===== src/rtl/adcc_pkg.sv =====
package adcc_pkg;

  typedef struct packed {
    logic clr;
    logic outValid;
  } strobe_t;

  // 2-bit stage code to signed digit; the unused code counts as zero
  function automatic logic signed [1:0] digitOf(input logic [1:0] code);
    case (code)
      2'b00:   digitOf = -2'sd1;
      2'b10:   digitOf = 2'sd1;
      default: digitOf = 2'sd0;
    endcase
  endfunction

endpackage


===== src/rtl/adcc_align.sv =====
module adcc_align #(
  parameter int STAGES = 10
) (
  input  logic       clk,
  input  logic       clr,
  input  logic [1:0] stageIn [STAGES],
  output logic [1:0] aligned [STAGES]
);

  // Stage k is captured on half-cycle k+1 after sampling and must reach
  // half-cycle STAGES; tap j lives on half-cycle k+1+j (odd = rising edge).
  for (genvar k = 0; k < STAGES; k++) begin : gStage
    localparam int DEPTH = STAGES - k;
    for (genvar j = 0; j < DEPTH; j++) begin : gTap
      logic [1:0] q;
      logic [1:0] d;
      if (j == 0) begin : gHead
        assign d = stageIn[k];
      end else begin : gLink
        assign d = gTap[j-1].q;
      end
      if (((k + j) % 2) == 0) begin : gRise
        always_ff @(posedge clk) begin
          if (clr) q <= '0;
          else     q <= d;
        end
      end else begin : gFall
        always_ff @(negedge clk) begin
          if (clr) q <= '0;
          else     q <= d;
        end
      end
    end
    assign aligned[k] = gTap[DEPTH-1].q;
  end

endmodule


===== src/rtl/adcc_merge.sv =====
module adcc_merge #(
  parameter int STAGES = 10
) (
  input  logic                   clk,
  input  adcc_pkg::strobe_t      strobes,
  input  logic [1:0]             aligned [STAGES],
  output logic [STAGES-1:0]      dataOut
);
  import adcc_pkg::*;

  localparam int OUT_W = STAGES;
  localparam int SUM_W = OUT_W + 2;
  localparam logic signed [SUM_W-1:0] MID  = SUM_W'(1 << (OUT_W - 1));
  localparam logic signed [SUM_W-1:0] TOPV = SUM_W'((1 << OUT_W) - 1);

  logic signed [SUM_W-1:0] acc;
  logic [OUT_W-1:0]        clamped;

  always_comb begin
    acc = MID;
    for (int k = 0; k < STAGES; k++) begin
      acc = acc + (SUM_W'(digitOf(aligned[k])) <<< (STAGES - 1 - k));
    end
  end

  always_comb begin
    if (acc < 0)         clamped = '0;
    else if (acc > TOPV) clamped = '1;
    else                 clamped = acc[OUT_W-1:0];
  end

  always_ff @(posedge clk) begin
    if (strobes.clr) dataOut <= '0;
    else             dataOut <= clamped;
  end

endmodule


===== src/rtl/adcc_ctrl.sv =====
module adcc_ctrl #(
  parameter int STAGES = 10
) (
  input  logic              clk,
  input  logic              rst,
  output adcc_pkg::strobe_t strobes
);

  localparam int FILL = (STAGES + 2) / 2;
  localparam int CW   = $clog2(FILL + 1);

  logic [CW-1:0] fillCnt;

  always_ff @(posedge clk) begin
    if (rst)                        fillCnt <= '0;
    else if (fillCnt != CW'(FILL))  fillCnt <= fillCnt + 1'b1;
  end

  always_comb begin
    strobes.clr      = rst;
    strobes.outValid = (fillCnt == CW'(FILL));
  end

endmodule


===== src/rtl/adcc_top.sv =====
module adcc_top #(
  parameter int STAGES = 10
) (
  input  logic                  clk,
  input  logic                  rst,
  input  logic [2*STAGES-1:0]   stageDec,
  output logic [STAGES-1:0]     dataOut,
  output logic                  validOut
);
  import adcc_pkg::*;

  strobe_t    strobes;
  logic [1:0] stageArr [STAGES];
  logic [1:0] aligned  [STAGES];

  for (genvar k = 0; k < STAGES; k++) begin : gUnpack
    assign stageArr[k] = stageDec[2*k +: 2];
  end

  adcc_ctrl #(.STAGES(STAGES)) u_ctrl (
    .clk     (clk),
    .rst     (rst),
    .strobes (strobes)
  );

  adcc_align #(.STAGES(STAGES)) u_align (
    .clk     (clk),
    .clr     (strobes.clr),
    .stageIn (stageArr),
    .aligned (aligned)
  );

  adcc_merge #(.STAGES(STAGES)) u_merge (
    .clk     (clk),
    .strobes (strobes),
    .aligned (aligned),
    .dataOut (dataOut)
  );

  assign validOut = strobes.outValid;

endmodule


===== config.mk =====
export PLATFORM = sky130hd
export DESIGN_NAME = adcc_top
export DESIGN_NICKNAME = d
export VERILOG_FILES = /design/src/rtl/adcc_pkg.sv /design/src/rtl/adcc_align.sv /design/src/rtl/adcc_merge.sv /design/src/rtl/adcc_ctrl.sv /design/src/rtl/adcc_top.sv
export SDC_FILE = /design/constraint.sdc
export NUM_CORES = 1
export LEC_CHECK = 0
export ABC_AREA = 0
export CORE_UTILIZATION = 50
export DETAILED_ROUTE_END_ITERATION = 16
export PLACE_DENSITY = 0.73
export RECOVER_POWER = 100
export SLEW_MARGIN = 20
export SYNTH_ARGS = -nofsm -noshare
export SYNTH_HDL_FRONTEND = slang
export SYNTH_SLANG_ARGS = --single-unit

===== constraint.sdc =====
create_clock -name clk -period 5.8 [get_ports clk]
set_clock_uncertainty 0.15 [all_clocks]
set_input_delay 0.58 -clock clk [delete_from_list [all_inputs] [get_ports clk]]
set_output_delay 0.58 -clock clk [all_outputs]
set_load 0.02 [all_outputs]

* Word-level counts from Yosys, hierarchy flattened *
Cells that the tools add are included.
Widths: inputs -> output; s select.

cells by class
  $add $sub $neg = 11
  magnitude comparators = 2
  equality and inequality tests = 12
  muxes and demuxes = 11
  reduce and logical (&&, ||, !) cells = 11

operator list
  cell                    count
  $pmux 2 s2              10
  $eq 2x2->1 const B      10
  $logic_not 2->1         10
  $add 11x11->12 const A  1
  $add 12x10->12          1
  $add 12x2->12           1
  $add 12x3->12           1
  $add 12x4->12           1
  $add 12x5->12           1
  $add 12x6->12           1
  $add 12x7->12           1
  $add 12x8->12           1
  $add 12x9->12           1
  $gt 12x11->1 const B    1
  $lt 12x1->1 const B     1
  $mux 10                 1
  $add 3x1->3 const B     1
  $eq 3x3->1 const B      1
  $ne 3x3->1 const B      1
  $reduce_or 2->1         1

word-level totals
  register bits after elaboration = 123
  input port bits = 22
  output and inout bits = 11
  logic and storage cells = 104

* Depth between registers and ports, before layout *
Gate-level depths: netlist (run 1).

  depth in word-level cells = 14
  depth in mapped cells = 20
  gate-level depth less buffers = 19

* By module *
From an unflattened synthesis (run 1), not the netlist that was laid out.

second synthesis, totals
  cell total of the unflattened synthesis = 439
  area, all modules = 5046.1 um^2

by module, submodules not included
  module      instances  cells each  area each (um^2)  seq. area each (um^2)
  adcc_align  1          233         3022.9            2202.1
  adcc_merge  1          190         1860.5            200.2
  adcc_ctrl   1          16          162.7             60.1

==> metrics, run 1 <==
max_cap viols=0; CTS max path bufs=2; family with the most delay on the worst path=adder cells; CP Cell Sequence=or2_4, buf_4, fa_1, inv_2, fa_1, inv_2, fa_1, inv_1, ha_1, ha_1, ha_2, inv_2, fa_2, nor2b_4, o21a_1, or3_1, buf_6, nand2_4, a211oi_2; Synth top area share=51.7%; R2R Setup Slk=-1.60 ns; # IOs=33; Worst path max stage delay=0.52 ns; max_slew headroom=40.7%; Routed WL per cell=11.0 um; post-DP HPWL=4880 um; Worst EP required=6.08 ns; initial antenna violation count=0; unique cell type count in the Yosys netlist=25; Slew @ Worst Pin=0.890 ns; Flop pwr share=25.3%; async set-reset flop share out of synthesis=0%; GRT Util Overall=17.5%; DRC Markers=0; clk sink count=123; core area=9240 um2; Setup crit start kind=register; final setup fails=10; fraction of layout cells with a size suffix above 1=22.9%; vias in the first global route=3146; setup ws final=-1.60 ns; register area share after synthesis=51.7%; First-pass DRT Iterations=6; Initial Utilization=51.6%; total wire length=7680 um; dpl ws=-1.75 ns; critical path peak fanout=7; syn_nets=501; Leak=0.00302 uW; clock share of power=32.1%; Synth Area in XOR/XNOR=3.65%; clock root buffer=clkbuf_8; WHS Path Cells=2; Iteration-0 DRC Markers=89; Port Buffers=32; mux cell area share after synthesis=0%; count leader, synth=dfxtp_1; Ys Warns=0; Die X=99.6 um; Slew Viols, Final=0; Worst path depth=19; Compound-Gate Fraction of Synth Area=2.81%; outcome=finished, violations left; Net count, final=636; area of the die=9930 um2; Sum Neg Setup Slack=-15.63 ns; synth top area cells=dfxtp_1, nor2b_1, fa_1; VDD IR max=0.317 mV; grt ovf=0; Placement Cell Area=5580 um2; syn_area_per_cell=11.2 um2; top cells by count, synth=dfxtp_1, nor2b_1, inv_1; Reg clk slew, reported paths=0.07 ns; post-synthesis simple-gate area fraction=17.5%; switching power=1290 uW; Pint=2310 uW; H-tree depth=4; clock latency on the worst-skew pair=0.51 ns; slowest CP cell=fa_1; gpl congestion=0.767; largest net degree at the start of global routing=45; die height=99.6 um; Power Density=545 nW/um2; largest family of logic cells by synthesized area=adder cells; post-detailed-route count of antenna-violating nets=0; HP Class=primary input to register; Switching Share=35.9%; post-synthesis adder-cell area fraction=18.5%; Via density=4.32; CTS hold repair buffers=0; ys flop type=dfxtp_1; Area Overhead vs Synth=38.6%; Gate Count Post-Synth=424; final hold viol count=0; Synth area leader=dfxtp_1; CTS tree=yes; FF+latch count, synth=123; FP Rows=35; RSZ-0062 raised after global routing=yes; CP Capture Type=register; post-synthesis cell area=4770 um2; CTS Buf Count=17; Finished Cell Area=6610 um2; crit path buf inv count=6; via count=3027; failing checks=negative setup slack; Critical Path AT=7.68 ns; Tot Pwr=3600 uW; Comb power frac=42.6%; first-pass GRT wire length=13100 um; critical path class=register to register; r2r worst-path depth=19; # diodes=0; Post-synth EDFFs=0
## metrics by stage
step | instances | utilization [%] | hold slack, ns
global route | 701 | 71.5 | 0.321
global placement | 602 | 60.4 | 0.340
CTS | 699 | 70.9 | 0.305
finish | 701 | 71.5 | 0.329
detailed placement | 602 | 60.4 | 0.352
floorplan | 424 | - | 0.331
## area by class of cell
cell class / instances / area, um2
Clock buffer: 17 / 414
Clock inverter: 75 / 397
Fill cell: 623 / 2630
Inverter: 53 / 199
Multi-Input combinational cell: 232 / 2300
Sequential cell: 123 / 2460
Tap cell: 129 / 161
Timing Repair Buffer: 72 / 668
## final timing paths
check	endpoint	start
worst min register to register	u_ctrl.fillCnt[2]	u_ctrl.fillCnt[2]
worst min-delay path	u_align.gStage[1].gTap[7].q[0]	rst
worst max register to register	u_merge.dataOut[0]	u_align.gStage[5].gTap[4].q[0]
worst max-delay path	u_merge.dataOut[0]	u_align.gStage[5].gTap[4].q[0]
## power groups by stage
| stage | sequential, uW | combinational (uW) | clock, uW |
|---|---|---|---|
| finish | 913 | 1540 | 1160 |
| floorplan | 956 | 832 | 63.9 |
| detailed placement | 929 | 1200 | 63.9 |
| global route | 917 | 1660 | 1260 |
| CTS | 914 | 1450 | 1190 |
| global placement | 927 | 1170 | 63.9 |
## sequential cells by signal, summed over array words and instances (netlist names)
name                   cells
u_align.gStage.gTap.q    110
u_merge.dataOut           10
u_ctrl.fillCnt             3
## per-layer routing
metal	wire [um]	global-route usage, %	part of all wire [%]	vias to the layer above
li1	-	-	-	1559
met4	77	6.56	1.0	0
met3	180	7.10	2.3	9
met5	0	0	0	-
met1	3300	18.7	43	1426
met2	4120	30.9	54	33
## cells in the final DEF, fill, tap and decap left out, types with 2 or more instances in the layout
cell / n
a211oi_2: 5
a21oi_1: 2
a21oi_2: 6
buf_12: 4
buf_4: 33
buf_6: 2
clkbuf_1: 2
clkbuf_16: 16
clkdlybuf4s50_1: 19
clkinv_4: 3
clkinv_8: 4
dfxtp_1: 122
dlygate4sd3_1: 12
fa_1: 21
fa_2: 5
ha_1: 19
ha_2: 2
ha_4: 8
inv_1: 103
inv_2: 10
inv_6: 4
inv_8: 4
nand2_1: 2
nor2_1: 9
nor2_2: 2
nor2b_1: 110
nor3_1: 4
nor3_2: 3
o21ai_2: 2
or2_4: 6
xnor2_1: 7
xnor2_4: 3
xor2_1: 5
## timing repair
item	4_1_cts	5_1_grt
pin swaps	29	20
setup endpoints to repair	10	10
gates resized for setup	21	11
gates cloned	1	0
setup buffers	6	2
## cells by family (layout without fill, tap and decap cells)
| family | count (synthesis) | after routing |
|---|---|---|
| flip-flops | 123 | 123 |
| XOR/XNOR | 16 | 17 |
| AND/OR/NAND/NOR | 140 | 140 |
| AO/OA/AOI/OAI | 20 | 20 |
| adder cells (fa/ha/maj) | 55 | 55 |
| buffers and inverters | 70 | 217 |
No activity file was read; power rests on OpenSTA's default activity.
==> run 2: changes to the inputs <==
==> constraint.sdc (replaced) <==
create_clock -name clk -period 8.4 [get_ports clk]
set_clock_uncertainty 0.15 [all_clocks]
set_input_delay 0.84 -clock clk [delete_from_list [all_inputs] [get_ports clk]]
set_output_delay 0.84 -clock clk [all_outputs]
set_load 0.1 [all_outputs]
==> run 2 against run 1 <==
Compared with the run above:
- the run still ends with negative setup slack left
- combinational power decreased by 21%
- via count increased by 1.3%
- clock power decreased by 31%
- register-to-register slack improved by 1.2 ns
- clock-buffer cell count increased by 2
- total power decreased by 27%
==> metrics, run 2 (synthesized netlist as in run 1, its figures left out) <==
critical path peak fanout=7 (unchanged); fraction of layout cells with a size suffix above 1=22.6% (-0.31 points); VDD IR max=0.283 mV (-11%); HP Class=register to register; setup ws final=-0.417 ns (+1.18 ns); minimum hold slack=0.360 ns (+0.0309 ns); outcome=finished, violations left; Initial Utilization=51.6% (unchanged); Finished Cell Area=6600 um2 (-0.17%); area of the die=9930 um2 (unchanged); CTS Buf Count=17 (unchanged); die height=99.6 um (unchanged); Slew Viols, Final=0 (unchanged); Worst Hold Launch=u_ctrl.fillCnt[2]; largest net degree at the start of global routing=124 (+180%); slowest CP cell=fa_2; Net count, final=635 (-0.16%); Worst EP required=8.61 ns (+2.53 ns); Critical Path AT=9.02 ns (+1.34 ns); Routed WL per cell=10.8 um (-1.4%); CP Capture Type=register; via count=3067 (+1.3%); r2r startpoint=u_align.gStage[5].gTap[4].q[1]; max_slew headroom=34.8% (-5.9 points); GRT Util Overall=17.1% (-0.33 points); final setup fails=10 (unchanged); CTS tree=yes; # IOs=33 (unchanged); Placement Cell Area=5530 um2 (-0.85%); Slew @ Worst Pin=0.975 ns (+0.0848 ns); RSZ-0062 raised after global routing=yes; vias in the first global route=3047 (-3.1%); Leak=0.00300 uW (-0.90%); crit path buf inv count=5 (-1); CP Cell Sequence=or2_4, fa_1, fa_2, inv_2, fa_1, inv_1, fa_1, inv_2, ha_4, inv_2, fa_2, nor2b_1, o21a_1, or3_4, buf_6, a21oi_2, nor3_2; grt ovf=0 (unchanged); failing checks=negative setup slack; clock root buffer=clkbuf_8; Setup crit start=u_align.gStage[5].gTap[4].q[1]; post-DP HPWL=4500 um (-7.8%); Power Density=401 nW/um2 (-26%); Reg with most FFs=u_align.gStage.gTap.q; FP Rows=35 (unchanged); initial antenna violation count=0 (unchanged); gpl congestion=0.801 (+4.4%); max_cap viols=0 (unchanged); Tot Pwr=2650 uW (-27%); Via density=4.38 (+1.5%); Die X=99.6 um (unchanged); biggest regs=u_align.gStage.gTap.q: 110 flops, u_merge.dataOut: 10 flops, u_ctrl.fillCnt: 3 flops; DRC Markers=0 (unchanged); CTS max path bufs=2 (unchanged); total wire length=7570 um (-1.5%); post-detailed-route count of antenna-violating nets=0 (unchanged); Reg clk slew, reported paths=0.07 ns (about the same); clock latency on the worst-skew pair=0.50 ns (about the same); Setup crit start kind=register; First-pass DRT Iterations=4 (-2); commonest cells after routing, fill and taps aside=dfxtp_1, nor2b_1, inv_1; core area=9240 um2 (unchanged); commonest non-fill, non-tap cell in the layout=dfxtp_1; # diodes=0 (unchanged); H-tree depth=4 (unchanged); final hold viol count=0 (unchanged); critical path class=register to register; Area Overhead vs Synth=38.4%; first-pass GRT wire length=12800 um (-2.3%); family with the most delay on the worst path=adder cells; max reg flops=110 (unchanged); Worst path max stage delay=0.62 ns (+0.10 ns); Port Buffers=32 (unchanged); clk sink count=123 (unchanged); Iteration-0 DRC Markers=66 (-26%)
## run 2: cell types whose count changed in the layout (fill, tap and decap cells not counted), moves of 3 or more
cell / previous run / this run
clkdlybuf4s50_1: 19 / 31
clkbuf_16: 16 / 19
dlygate4sd3_1: 12 / 0
clkinv_8: 4 / 0
## run 2: power breakdown
part | internal [uW] | leakage [uW] | switching, uW
Combinational | 604 | 0.00139 | 614
Sequential | 623 | 0.00101 | 8.20
Clock | 446 | 0.000603 | 353
## run 2: through the flow
stage	setup TNS (ns)	utilization [%]	worst slack (ns)	instances
floorplan	-2.36	-	-0.243	424
global placement	-3.63	59.9	-0.368	599
detailed placement	-4.50	59.9	-0.488	599
CTS	-3.44	70.7	-0.358	700
global route	-5.05	71.4	-0.537	700
finish	-3.92	71.4	-0.417	700
## run 2: routing by layer
metal	vias to the layer above	track usage (%)	wire length (um)	share of wire [%]
li1	1557	-	-	-
met1	1450	18.7	3170	42
met2	41	29.9	4000	53
met3	19	5.06	200	2.6
met4	0	9.39	197	2.6
met5	-	0	0	0
## run 2: worst reg2reg max path: stages (launching register included)
cell and delay, ns:
dfxtp_2 0.32, or2_4 0.27, fa_1 0.49, fa_2 0.62, inv_2 0.06, fa_1 0.47, inv_1 0.05, fa_1 0.49
inv_2 0.05, ha_4 0.22, inv_2 0.05, fa_2 0.20, nor2b_1 0.05, o21a_1 0.20, or3_4 0.39, buf_6 0.16
a21oi_2 0.16, nor3_2 0.06
## run 2: layout make-up
| cell class | count | area, um2 |
|---|---|---|
| clock buffers | 19 | 464 |
| well taps | 129 | 161 |
| fillers | 592 | 2650 |
| multi-input cells | 231 | 2290 |
| repair buffers | 72 | 672 |
| inverters | 53 | 199 |
| clock inverters | 73 | 340 |
| flip-flops and latches | 123 | 2460 |
## run 2: repair_timing
action / 4_1_cts / 5_1_grt
endpoints found under the setup margin: 10 / 10
hold buffers: 0 / 0
gates cloned: 1 / 0
buffers inserted: 10 / 0
resized for setup: 18 / 15
pin swaps: 7 / 2
## run 2: worst paths after layout
check / slack [ns] / endpoint / depth (start not counted)
worst min-delay path: 0.36 / u_ctrl.fillCnt[2] / 2
worst max-delay path: -0.42 / u_merge.dataOut[6] / 17
worst max register to register: -0.42 / u_merge.dataOut[6] / 17
worst min register to register: 0.36 / u_ctrl.fillCnt[2] / 2
==> run 3: changes to the inputs <==
--- a/config.mk
+++ b/config.mk
@@ -6,7 +6,9 @@
 export NUM_CORES = 1
 export LEC_CHECK = 0
 export ABC_AREA = 0
+export CAP_MARGIN = 20
 export CORE_UTILIZATION = 50
+export CTS_BUF_LIST = sky130_fd_sc_hd__clkbuf_8 sky130_fd_sc_hd__clkbuf_16
 export DETAILED_ROUTE_END_ITERATION = 16
 export PLACE_DENSITY = 0.73
 export RECOVER_POWER = 100
==> results of run 3 <==
The final DEF is identical to that of run 2; final timing and power are the same.
